File: src/rtl/pfx_pkg.sv
package pfx_pkg;

  // group generate / propagate pair
  typedef struct packed {
    logic g;
    logic p;
  } gp_t;

  // merge a more significant group (hi) with the adjacent lower group (lo)
  function automatic gp_t gp_merge(input gp_t hi, input gp_t lo);
    gp_t r;
    r.g = hi.g | (hi.p & lo.g);
    r.p = hi.p & lo.p;
    return r;
  endfunction

endpackage

File: src/rtl/pfx_bitcell.sv
module pfx_bitcell
  import pfx_pkg::*;
#(
  parameter int W = 32
) (
  input  logic [W-1:0]  a_i,
  input  logic [W-1:0]  b_i,
  output gp_t  [W-1:0]  gp_o,
  output logic [W-1:0]  hsum_o
);

  for (genvar i = 0; i < W; i++) begin : g_bit
    assign gp_o[i].g = a_i[i] & b_i[i];
    assign gp_o[i].p = a_i[i] | b_i[i];
  end

  assign hsum_o = a_i ^ b_i;

endmodule

File: src/rtl/pfx_stage.sv
module pfx_stage
  import pfx_pkg::*;
#(
  parameter int W    = 32,
  parameter int DIST = 1
) (
  input  gp_t [W-1:0] gp_i,
  output gp_t [W-1:0] gp_o
);

  for (genvar i = 0; i < W; i++) begin : g_pos
    if (i >= DIST) begin : g_merge
      assign gp_o[i] = gp_merge(gp_i[i], gp_i[i-DIST]);
    end else begin : g_pass
      assign gp_o[i] = gp_i[i];
    end
  end

  // the lowest position never has a partner and must keep its pair
  always_comb begin
    AST_STAGE_LOW_PASS: assert (gp_o[0] == gp_i[0]);
  end

endmodule

File: src/rtl/pfx_tree.sv
module pfx_tree
  import pfx_pkg::*;
#(
  parameter int W = 32
) (
  input  gp_t [W-1:0] gp_i,
  output gp_t [W-1:0] grp_o
);

  localparam int LVLS = $clog2(W);

  gp_t [W-1:0] lvl [LVLS+1];

  assign lvl[0] = gp_i;

  for (genvar s = 0; s < LVLS; s++) begin : g_lvl
    pfx_stage #(
      .W    (W),
      .DIST (1 << s)
    ) u_stage (
      .gp_i (lvl[s]),
      .gp_o (lvl[s+1])
    );
  end

  assign grp_o = lvl[LVLS];

  // the top group propagate must cover every bit position
  logic all_prop;
  always_comb begin
    all_prop = 1'b1;
    for (int i = 0; i < W; i++) all_prop = all_prop & gp_i[i].p;
    AST_TOP_GROUP_PROP: assert (grp_o[W-1].p == all_prop);
  end

endmodule

File: src/rtl/pfx_sumcell.sv
module pfx_sumcell
  import pfx_pkg::*;
#(
  parameter int W = 32
) (
  input  gp_t  [W-1:0] grp_i,
  input  logic [W-1:0] hsum_i,
  input  logic         ci_i,
  output logic [W-1:0] sum_o,
  output logic         co_o
);

  logic [W:0] cy;

  assign cy[0] = ci_i;
  for (genvar i = 0; i < W; i++) begin : g_cy
    assign cy[i+1] = grp_i[i].g | (grp_i[i].p & ci_i);
  end

  assign sum_o = hsum_i ^ cy[W-1:0];
  assign co_o  = cy[W];

endmodule

File: src/rtl/lp_prefix_adder.sv
module lp_prefix_adder
  import pfx_pkg::*;
#(
  parameter int W = 32
) (
  input  logic [W-1:0] a_i,
  input  logic [W-1:0] b_i,
  input  logic         ci_i,
  output logic [W-1:0] sum_o,
  output logic         co_o
);

  gp_t  [W-1:0] bit_gp;
  gp_t  [W-1:0] grp_gp;
  logic [W-1:0] hsum;

  pfx_bitcell #(.W(W)) u_bit (
    .a_i    (a_i),
    .b_i    (b_i),
    .gp_o   (bit_gp),
    .hsum_o (hsum)
  );

  pfx_tree #(.W(W)) u_tree (
    .gp_i  (bit_gp),
    .grp_o (grp_gp)
  );

  pfx_sumcell #(.W(W)) u_sum (
    .grp_i  (grp_gp),
    .hsum_i (hsum),
    .ci_i   (ci_i),
    .sum_o  (sum_o),
    .co_o   (co_o)
  );

  logic [W:0] ref_total;
  always_comb begin
    ref_total = {1'b0, a_i} + {1'b0, b_i} + (W+1)'(ci_i);
    AST_SUM_LOW_BITS: assert (sum_o == ref_total[W-1:0]);
    AST_CARRY_OUT: assert (co_o == ref_total[W]);
    AST_ZERO_NO_CARRY: assert (!((a_i == '0) && (b_i == '0)) || !co_o);
    AST_DOUBLE_ONES_CARRY: assert (!((a_i == '1) && (b_i == '1)) || co_o);
  end

endmodule

File: config.mk
export PLATFORM = sky130hd
export DESIGN_NAME = lp_prefix_adder
export DESIGN_NICKNAME = d
export VERILOG_FILES = /design/src/rtl/pfx_pkg.sv /design/src/rtl/pfx_bitcell.sv /design/src/rtl/pfx_stage.sv /design/src/rtl/pfx_tree.sv /design/src/rtl/pfx_sumcell.sv /design/src/rtl/lp_prefix_adder.sv
export SDC_FILE = /design/constraint.sdc
export NUM_CORES = 1
export LEC_CHECK = 0
export ABC_AREA = 0
export BUFFER_PORTS_ARGS = -buffer_cell sky130_fd_sc_hd__buf_2
export CAP_MARGIN = 5
export CORE_ASPECT_RATIO = 1.4
export CORE_UTILIZATION = 45
export DETAILED_ROUTE_END_ITERATION = 12
export PLACE_DENSITY = 0.76
export REMOVE_ABC_BUFFERS = 1
export SYNTH_ARGS = -nofsm -noshare
export SYNTH_HDL_FRONTEND = slang
export SYNTH_SLANG_ARGS = --single-unit
File: constraint.sdc
create_clock -name vclk -period 2.6
set_input_delay 0.26 -clock vclk [all_inputs]
set_output_delay 0.26 -clock vclk [all_outputs]
set_load 0.05 [all_outputs]
==> impl_metrics.env <==
export IMPL_cts_hold_buf=0
export IMPL_intPower_uw=548
export IMPL_p_switching_uw=881
export IMPL_dpl_hpwl_mm=5.67
export IMPL_vias=3151
export IMPL_drtIter0Drc=239
export IMPL_drt_pass1_iterations=4
export IMPL_syn_inst=334
export IMPL_rows=30
export IMPL_initial_core_util_pct=47.7
export IMPL_crit_path_end="sum_o[21]"
export IMPL_design_area_um2=4020
export IMPL_drive_gt1_share_pct=47.1
export IMPL_timing_fmax_mhz=325
export IMPL_fp_coreArea_um2=4950
export IMPL_path_class="input pin to primary output"
export IMPL_grt_usage_pct=27.9
export IMPL_cpMaxStageDelayCell="o311ai_4"
export IMPL_cp_cell_sequence="buf_8 > inv_4 > ha_4 > nor2b_4 > o311a_4 > o211a_4 > o311ai_4 > a211oi_4 > buf_4 > nor3_2 > nor4_1 > or2_1 > xor2_1 > buf_4"
export IMPL_critPathRequiredTime_ps=2340
export IMPL_hp_class="input pin to primary output"
export IMPL_p_leak_uw=0.00222
export IMPL_synth_area_top_cells="ha_1, inv_1, xnor2_1"
export IMPL_rsz0062_at_grt="true"
export IMPL_slew_headroom_pct=48.4
export IMPL_grt_pass1_wl_mm=12.4
export IMPL_synth_top_cell_area_share_pct=36.0
export IMPL_syn_area_um2=2360
export IMPL_n_fill_cell=319
export IMPL_setup_viol=24
export IMPL_grt_overflow_total=0
export IMPL_crit_start="b_i[0]"
export IMPL_period_share_pct=118
export IMPL_antenna_found_initial=1
export IMPL_ant_nets=0
export IMPL_ys_seq_area_share_pct=0
export IMPL_p_seq_share_pct=0
export IMPL_io_buffers=98
export IMPL_fp_dieW_um=63.2
export IMPL_synth_avg_cell_area_um2=7.07
export IMPL_crit_path_max_fanout=3
export IMPL_synthAdderAreaFrac_pct=36.9
export IMPL_drc=0
export IMPL_area_growth_pct=70.1
export IMPL_layout_common_cells="buf_4, inv_1, buf_2"
export IMPL_layout_nets=648
export IMPL_hold_viol=0
export IMPL_wire_per_inst_um=17.4
export IMPL_power_density_nw_per_um2=356
export IMPL_regArea_um2=0
export IMPL_clkPwrFrac_pct=0
export IMPL_yosysUniqueCellTypes=46
export IMPL_tns_ps=-5630
export IMPL_switching_share_pct=61.7
export IMPL_worst_path_most_repeated_cell="buf_4"
export IMPL_post_route_min_period_ps=3080
export IMPL_ir_drop_mv=0.245
export IMPL_tightest_slew_ps=767
export IMPL_start_kind="input pin"
export IMPL_finalWeightedCongestion=0.908
export IMPL_synth_compound_area_share_pct=22.9
export IMPL_grt_max_degree=7
export IMPL_synth_top_family_by_area="adder cells"
export IMPL_via_per_inst=5.46
export IMPL_synth_xor_area_share_pct=11.5
export IMPL_fin_util_pct=81.1
export IMPL_mostFrequentLayoutCell="buf_4"
export IMPL_status="finished, violations left"
export IMPL_cp_arrival_ps=2820
export IMPL_hold_depth=5
export IMPL_cpPeakStageDelay_ps=360
export IMPL_yosys_area_top_type="ha_1"
export IMPL_grt_pass1_vias=2933
export IMPL_worst_slack_ps=-478
export IMPL_synth_simple_gate_area_share_pct=14.0
export IMPL_drt_wl_total_mm=10.1
export IMPL_final_max_slew_violation_count=0
export IMPL_synth_area_mux_share_pct=0
export IMPL_placedInstanceArea_um2=3410
export IMPL_violations="setup timing"
export IMPL_end_kind="primary output"
export IMPL_design_seq_count=0
export IMPL_clkbuf_count=0
export IMPL_maxCapViolations=0
export IMPL_pin_count=98
export IMPL_die_area_um2=5550
export IMPL_p_comb_share_pct=100.0
export IMPL_yosysWarnings=0
export IMPL_die_h_um=87.7
## cell type report
| class | instances | area (µm²) | share of cell area, % |
|---|---|---|---|
| diodes | 1 | 2.50 | 0.0623 |
| inverters | 93 | 354 | 8.81 |
| multi-input cells | 241 | 2360 | 58.7 |
| well taps | 64 | 80.1 | 1.99 |
| repair buffers | 178 | 1220 | 30.4 |
## cell families (layout without fill, tap and decap cells)
logic type | count (synthesis) | count (layout)
other cells | 0 | 1
buf+inv | 93 | 271
xor+xnor | 31 | 31
compound gates | 75 | 75
simple gates | 66 | 66
fa+ha+maj | 69 | 69
## routing by layer
layer	global-route usage, %	vias up	wire length (µm)
li1	-	1446	-
met1	24.9	1468	3430
met2	63.0	174	5390
met3	1.56	63	548
met4	9.71	0	692
met5	0	-	0
## through the flow
step	total power [µW]	hold WS [ps]	std cells	setup slack, ps
2_1_floorplan	795	955	334	-805
3_3_place_gp	1120	1050	559	-429
3_5_place_dp	1130	1060	559	-452
4_1_cts	1270	1040	565	-267
5_1_grt	1490	1070	577	-578
6_report	1430	1040	577	-478
## power by group through the flow
stage	sequential [µW]	combinational, µW	clock (µW)
detailed placement	0	1130	0
global placement	0	1120	0
floorplan	0	795	0
finish	0	1430	0.0000514
global route	0	1490	0.0000514
CTS	0	1270	0
## critical path: cells and delay by family
kind	cells	cell delay, ps
compound gates	4	1070
simple gates	4	580
buf+inv	4	550
xor+xnor	1	200
fa+ha+maj	1	130
## Yosys cell counts (2+ instances only)
cell type / count
nand2b_1: 4
a211oi_1: 2
or4_1: 3
o211a_1: 2
o21ai_0: 7
nor4_1: 5
o211ai_1: 2
a21oi_1: 28
a211oi_2: 2
o31a_1: 2
nor2_1: 30
nand2_1: 5
o31ai_1: 2
xnor2_1: 21
or3_1: 2
a21boi_1: 2
nor3_1: 5
o21bai_1: 10
ha_1: 68
inv_1: 93
xor2_1: 10
nand3_1: 3
nor2b_1: 3
## worst min path at each step
stage,start,to,slack (ps)
final,b_i[30],sum_o[30],1040
after global placement,b_i[1],sum_o[1],1050
after global routing,b_i[31],co_o,1070
after detailed placement,b_i[1],sum_o[1],1060
after CTS,b_i[29],sum_o[29],1040
after floorplan,b_i[1],sum_o[1],950
## timing repair
action,CTS,global route
pin swaps,28,33
setup endpoints to repair,20,25
buffers inserted,7,11
gates resized for setup,75,46
Note: power is estimated with default switching activity, not from simulation.
